<file path="config.mk">
export PLATFORM = sky130hd
export DESIGN_NAME = alu8_core
export DESIGN_NICKNAME = d
export VERILOG_FILES = /design/src/rtl/alu8_pkg.sv /design/src/rtl/alu8_arith.sv /design/src/rtl/alu8_logic.sv /design/src/rtl/alu8_shift.sv /design/src/rtl/alu8_core.sv
export SDC_FILE = /design/constraint.sdc
export NUM_CORES = 1
export LEC_CHECK = 0
export BUFFER_PORTS_ARGS = -buffer_cell sky130_fd_sc_hd__buf_2
export CORE_ASPECT_RATIO = 0.75
export CORE_MARGIN = 8
export CORE_UTILIZATION = 30
export DETAILED_ROUTE_END_ITERATION = 10
export GPL_ROUTABILITY_DRIVEN = 0
export PLACE_DENSITY = 0.58
export SYNTH_ARGS = -nofsm -noshare
export SYNTH_HDL_FRONTEND = slang
export SYNTH_SLANG_ARGS = --single-unit
</file>
<file path="constraint.sdc">
create_clock -name vclk -period 5.6
set_input_delay 0.84 -clock vclk [all_inputs]
set_output_delay 0.84 -clock vclk [all_outputs]
set_load 0.01 [all_outputs]
</file>
<file path="src/rtl/alu8_pkg.sv">
package alu8_pkg;

  localparam int unsigned SEL_W = 5;

  typedef enum logic [1:0] {
    FN_0 = 2'b00,
    FN_1 = 2'b01,
    FN_2 = 2'b10,
    FN_3 = 2'b11
  } fn_code_e;

  typedef enum logic [1:0] {
    SH_PASS  = 2'b00,
    SH_LEFT  = 2'b01,
    SH_RIGHT = 2'b10,
    SH_CLEAR = 2'b11
  } shift_code_e;

  // Second adder operand chosen by the function code.
  function automatic logic [7:0] addend8(input fn_code_e fn, input logic [7:0] b);
    case (fn)
      FN_0:    return 8'h00;
      FN_1:    return b;
      FN_2:    return ~b;
      default: return 8'hFF;
    endcase
  endfunction

endpackage

</file>
<file path="src/rtl/alu8_arith.sv">
module alu8_arith
  import alu8_pkg::*;
#(
  parameter int unsigned WIDTH = 8
) (
  input  logic [WIDTH-1:0] a,
  input  logic [WIDTH-1:0] b,
  input  logic             cin,
  input  fn_code_e         fn,
  output logic [WIDTH-1:0] res,
  output logic             cout
);
  localparam int unsigned SUM_W = WIDTH + 1;

  logic [WIDTH-1:0] addend;
  logic [SUM_W-1:0] sum;

  always_comb begin
    case (fn)
      FN_0:    addend = '0;
      FN_1:    addend = b;
      FN_2:    addend = ~b;
      default: addend = '1;
    endcase
  end

  assign sum  = {1'b0, a} + {1'b0, addend} + {{WIDTH{1'b0}}, cin};
  assign res  = sum[WIDTH-1:0];
  assign cout = sum[WIDTH];

  always_comb begin
    if (fn == FN_0 && !cin)
      AST_PASS_A: assert (res == a && !cout);
    if (fn == FN_3 && cin)
      AST_DEC_HOLD: assert (res == a && cout);
  end
endmodule

</file>
<file path="src/rtl/alu8_logic.sv">
module alu8_logic
  import alu8_pkg::*;
#(
  parameter int unsigned WIDTH = 8
) (
  input  logic [WIDTH-1:0] a,
  input  logic [WIDTH-1:0] b,
  input  fn_code_e         fn,
  output logic [WIDTH-1:0] res
);
  always_comb begin
    case (fn)
      FN_0:    res = a & b;
      FN_1:    res = a | b;
      FN_2:    res = a ^ b;
      default: res = ~a;
    endcase
  end

  always_comb begin
    if (fn == FN_3)
      AST_NOT_COMPLEMENT: assert ((res & a) == '0 && (res | a) == '1);
  end
endmodule

</file>
<file path="src/rtl/alu8_shift.sv">
module alu8_shift
  import alu8_pkg::*;
#(
  parameter int unsigned WIDTH = 8
) (
  input  logic [WIDTH-1:0] d,
  input  shift_code_e      mode,
  output logic [WIDTH-1:0] q
);
  always_comb begin
    case (mode)
      SH_PASS:  q = d;
      SH_LEFT:  q = {d[WIDTH-2:0], 1'b0};
      SH_RIGHT: q = {1'b0, d[WIDTH-1:1]};
      default:  q = '0;
    endcase
  end

  always_comb begin
    if (mode == SH_LEFT)
      AST_SHL_FILL: assert (q[0] == 1'b0);
    if (mode == SH_RIGHT)
      AST_SHR_FILL: assert (q[WIDTH-1] == 1'b0);
    if (mode == SH_CLEAR)
      AST_CLEAR_ALL: assert (q == '0);
  end
endmodule

</file>
<file path="src/rtl/alu8_core.sv">
module alu8_core
  import alu8_pkg::*;
#(
  parameter int unsigned WIDTH = 8
) (
  input  logic [WIDTH-1:0] a_in,
  input  logic [WIDTH-1:0] b_in,
  input  logic             carry_in,
  input  logic [SEL_W-1:0] op_sel,
  output logic [WIDTH-1:0] y_out,
  output logic             carry_out,
  output logic             zero_out
);
  fn_code_e         fn;
  shift_code_e      sh;
  logic             use_logic;
  logic [WIDTH-1:0] arith_res;
  logic             arith_cout;
  logic [WIDTH-1:0] logic_res;
  logic [WIDTH-1:0] unshifted;

  assign fn        = fn_code_e'(op_sel[1:0]);
  assign use_logic = op_sel[2];
  assign sh        = shift_code_e'(op_sel[4:3]);

  alu8_arith #(.WIDTH(WIDTH)) u_arith (
    .a(a_in), .b(b_in), .cin(carry_in), .fn(fn),
    .res(arith_res), .cout(arith_cout)
  );

  alu8_logic #(.WIDTH(WIDTH)) u_logic (
    .a(a_in), .b(b_in), .fn(fn), .res(logic_res)
  );

  assign unshifted = use_logic ? logic_res : arith_res;

  alu8_shift #(.WIDTH(WIDTH)) u_shift (
    .d(unshifted), .mode(sh), .q(y_out)
  );

  assign carry_out = arith_cout & ~use_logic;
  assign zero_out  = ~|y_out;

  always_comb begin
    if (use_logic)
      AST_LOGIC_NO_CARRY: assert (!carry_out);
    if (!use_logic)
      AST_ARITH_CARRY_FWD: assert (carry_out == arith_cout);
    if (sh == SH_PASS)
      AST_PASS_THROUGH: assert (y_out == unshifted);
    if (sh == SH_CLEAR)
      AST_ZERO_ON_CLEAR: assert (zero_out);
  end
endmodule

</file>
==> flow_summary.toml, run 1 <==
[critical_path]
cp_cell_sequence = "buf_2 -> mux2_2 -> fa_1 -> inv_1 -> fa_1 -> nand2b_1 -> a21oi_1 -> nor2_1 -> a311oi_2 -> o211ai_1 -> a32oi_1 -> buf_2"
path_max_fanout = 26
cp.required_ps = 4760
cp-start-kind = "input port"
critical-path-top-delay-family = "compound AO/OA/AOI/OAI gates"
critPathSlowestCell = "a311oi_2"
worstSetupPathType = "input port to primary output"
critPathMaxStageDelay_ps = 410
crit_buf_inv = 3
crit_path_end_kind = "primary output"
critPathArrivalTime_ps = 3580
cp_num_cells = 12

[sta]
finalCritPeriodShare_pct = 79.0
hold_viol = 0
whs_ps = 2090
max_slew.worst_pin.slew_ps = 468
setup_violations = 0
fmax_mhz = 226
drv_slew = 0
setup_tns_ps = 0
slew-limit-headroom_pct = 68.8
fin_crit_ps = 4420
rsz0062_at_grt = "false"
setup_ws_ps = 1180

[placement]
portBuffers = 32
pre_cts_ws_ps = 1180
dp_hpwl_mm = 3.00

[detailed_routing]
routed_wl_mm = 3.62
drc_errors = 0
postRouteAntennaNets = 0
viasPerCell = 5.19
num_vias = 1391
first_iter_violations = 78
wl_per_cell_um = 13.5
drt-pass1-iter-count = 4

[floorplanning]
core_um2 = 4790
chipHeight_um = 76.6
io_pins = 32
rows = 22
die_x_um = 96.8
start_util_pct = 30.6
dieArea_um2 = 7410

[clocking]
ctsHoldBuffers = 0
cts-resized-gates = 0
post-cts-setup-buffers = 0

[status]
status = "finished, final reports clean"

[global_route]
antenna_found_initial = 0
grt_pass1_wl_mm = 6.23
grt_pass1_vias = 1344
grt_max_degree = 27
groute.usage.overall_pct = 9.28
grt_remaining_overflow = 0

[final_layout]
area_delta_synth_final_pct = 11.8
multi_input_area_um2 = 1280
antennaDiodeCount = 0
n_fill_cell = 539
layout.area.seq_um2 = 0
drive_gt1_share_pct = 26.9
nClkBuffers = 0
num-nets-final = 257
layout.sequential_cells = 0

[synthesis]
syn_nets = 234
yosys_warnings = 0
synth_cell_type_count = 46
syn_avg_cell_area_um2 = 7.85
netlist_area_um2 = 1470
yosysSeqAreaShare_pct = 0
syn_inst = 187

[job]
max_cap_violations = 0

[power_and_ir_drop]
leakage_nw = 0.829
vdd.ir_drop.worst_mv = 0.0468
power_density_nw_per_um2 = 110

[min_path]
hp-class = "input port to primary output"
min_path_cells = 3
==> report_power, final <==
| part | internal, mW | switching [mW] |
|---|---|---|
| clock network | 0 | 0 |
| logic | 0.0822 | 0.0986 |
| registers | 0 | 0 |
| total | 0.0822 | 0.0986 |
==> synth_stat cells (2+ instances only) <==
library cell	number	area share, %
o211ai_1	4	2.0
mux2i_1	7	4.8
nor3b_1	3	1.5
nor2_1	12	3.1
nand4_1	2	0.85
buf_2	4	1.4
nand2_1	11	2.8
a211o_1	2	1.2
clkbuf_1	4	1.0
inv_1	32	8.2
xnor2_1	2	1.2
mux4_1	3	5.4
a21oi_1	8	2.7
nor3_1	2	0.68
nand2b_1	2	0.85
mux2_2	14	11
fa_1	2	2.7
mux4_2	4	6.1
a21o_1	3	1.5
o21a_1	3	1.5
nand3_1	5	1.7
o21ai_0	8	2.7
a211oi_1	3	1.5
buf_6	2	1.5
ha_1	23	20
xor2_1	2	1.2
==> worst min-delay path, stage by stage <==
cell	delay, ps
buf_2	220
a21oi_1	60
buf_2	130
==> layout by cell type, fill, tap and decap left out, types with 2 or more instances in the layout <==
cell type and instances:
a21o_1 3, a211oi_1 3, buf_2 32, a21oi_1 8
nand2b_1 2, inv_1 32, xor2_1 2, mux2_2 14
o211ai_1 4, nor3b_1 3, mux4_1 3, o21a_1 3
xnor2_1 2, o21ai_0 8, nand2_1 11, fa_1 2
ha_1 23, nand3_1 5, nor2_1 12, a211o_1 2
mux4_2 4, nor3_1 2, mux2i_1 7, nand4_1 2
==> per-layer routing <==
metal,track usage (%),share of wire (%),vias up
met5,0,0,-
met4,0,0,0
met3,1.27,3.8,0
met2,14.6,41,20
met1,13.6,55,659
li1,-,-,712
==> per-stage QoR <==
| stage | total power [mW] | std cells | utilization (%) | cell area [um^2] |
|---|---|---|---|---|
| 2_1_floorplan | 0.134 | 187 | - | 1470 |
| 3_3_place_gp | 0.180 | 268 | 34.3 | 1640 |
| 3_5_place_dp | 0.181 | 268 | 34.3 | 1640 |
| 4_1_cts | 0.182 | 268 | 34.3 | 1640 |
| 5_1_grt | 0.203 | 268 | 34.3 | 1640 |
| 6_report | 0.181 | 268 | 34.3 | 1640 |
==> kinds of logic after synthesis <==
kind of cell,synth area share [%]
xor+xnor,2.39
buf+inv,12.9
simple gates,12.8
fa+ha+maj,22.3
mux,27.0
compound gates,22.6
==> layout make-up <==
class / count / share of cell area (%)
inverter: 34 / 7.77
multi-input combinational: 142 / 77.9
timing repair buffer: 32 / 9.76
tap: 60 / 4.57
==> final timing paths <==
kind	from	endpoint	slack (ps)
max	op_sel[0]	zero_out	1180
min	op_sel[3]	y_out[0]	2090
Note: power is estimated with default switching activity, not from simulation.
==> run 2, diff against run 1 <==
PLACE_DENSITY = 0.6   (was 0.58)
clock period = 3.63 ns   (was 5.6 ns; I/O delays follow)
==> run 2 against run 1 <==
Effect of this change: via count rose by 0.79%; critical endpoint is now y_out[5]; worst hold slack got worse by 590 ps; worst setup slack got worse by 1000 ps; largest cell class unchanged; power increased by 63%; utilization is 2.2 points higher; wire length rose by 1.2%; sequential share of layout area is the same; critical path depth increased by 1; clock-buffer cell count is the same; non-clock buffer count up 11; largest power group unchanged.
==> flow_summary.toml, run 2 (synthesis results as in run 1) <==
[sta]
setup_tns_ps = 0
drv_slew = 0
fmax_mhz = 288
finalCritPeriodShare_pct = 95.6
fin_crit_ps = 3470
setup_violations = 0
hold_viol = 0
rsz0062_at_grt = "false"
max_slew.worst_pin.slew_ps = 439
slew-limit-headroom_pct = 70.8

[detailed_routing]
first_iter_violations = 63
drt-pass1-iter-count = 4
viasPerCell = 5.03
drc_errors = 0
postRouteAntennaNets = 0
routed_wl_mm = 3.67
num_vias = 1402
wl_per_cell_um = 13.1

[global_route]
grt_max_degree = 25
grt_pass1_vias = 1458
grt_pass1_wl_mm = 6.70
grt_remaining_overflow = 0
antenna_found_initial = 0
groute.usage.overall_pct = 9.93

[placement]
dp_hpwl_mm = 3.17
portBuffers = 32
placed_cells = 279

[power_and_ir_drop]
power_density_nw_per_um2 = 169
switching_share_pct = 51.5
leakage_nw = 0.886
p_sw_mw = 0.152
vdd.ir_drop.worst_mv = 0.0684
clkPwrFrac_pct = 0
intPower_mw = 0.143
power_frac_seq_pct = 0
p_comb_share_pct = 100.0

[clocking]
post-cts-setup-buffers = 0

[final_layout]
layout.sequential_cells = 0
fin_cells = 279
antennaDiodeCount = 0
area_delta_synth_final_pct = 19.0
num-nets-final = 268
nClkBuffers = 0
layout.area.seq_um2 = 0
drive_gt1_share_pct = 32.0
mostFrequentLayoutCells = "32 x inv_1, 32 x buf_2, 23 x ha_1"

[floorplanning]
core_um2 = 4790
io_pins = 32
start_util_pct = 30.6
rows = 22
chipHeight_um = 76.6
dieArea_um2 = 7410
die_x_um = 96.8

[critical_path]
worstSetupPathType = "input port to primary output"
cp.required_ps = 3090
crit_path_end_kind = "primary output"
path_max_fanout = 3
critPathArrivalTime_ps = 2930
cp-start-kind = "input port"
startpoint = "b_in[0]"

[status]
status = "finished, final reports clean"

[min_path]
hp-class = "input port to primary output"
hp-start = "op_sel[3]"

[job]
max_cap_violations = 0
## run 2: worst paths after layout
check / end / slack, ps / depth (start not counted)
setup / recovery: y_out[5] / 160 / 13
hold / removal: y_out[0] / 1500 / 3
## run 2: final cells by class
| cell class | instances | area (um^2) |
|---|---|---|
| fill | 516 | 3040 |
| multi-input combinational | 142 | 1290 |
| timing repair buffer | 43 | 255 |
| inverter | 34 | 128 |
| tap | 60 | 75.1 |
## run 2: worst max-delay path: stages
cell      delay (ps)
buf_2            110
mux2_2           350
fa_2             340
inv_1             70
fa_2             200
nand2b_1         120
a21oi_1          100
o2111a_1         250
a311oi_2         290
buf_4            180
mux2i_1           60
a21o_1           180
buf_2            130
## run 2: timing repair
| action | 4_1_cts | 5_1_grt |
|---|---|---|
| hold buffers | 0 | 0 |
| resized for setup | 0 | 3 |
| endpoints found under the setup margin | 0 | 5 |
## run 2: metal layers
layer	part of all wire, %	vias up	global-route usage (%)
li1	-	740	-
met1	51	628	13.8
met2	43	34	16.5
met3	5.9	0	1.36
met4	0	0	0.306
met5	0	-	0
## run 2: per-stage QoR
step | power [mW] | utilization [%] | worst slack (ps) | hold slack, ps | cell area [um^2]
after global placement | 0.293 | 36.3 | 123 | 1510 | 1740
after detailed placement | 0.294 | 36.3 | 81.7 | 1500 | 1740
after floorplan | 0.207 | - | 142 | 1260 | 1470
final | 0.296 | 36.5 | 160 | 1500 | 1750
after CTS | 0.296 | 36.3 | 80.8 | 1500 | 1740
after global routing | 0.334 | 36.5 | 13.7 | 1550 | 1750
## run 2: power by group through the flow
stage                     clock, mW  sequential (mW)  combinational [mW]
after global routing              0                0               0.334
after global placement            0                0               0.293
after floorplan                   0                0               0.207
after detailed placement          0                0               0.294
after CTS                         0                0               0.296
final                             0                0               0.296
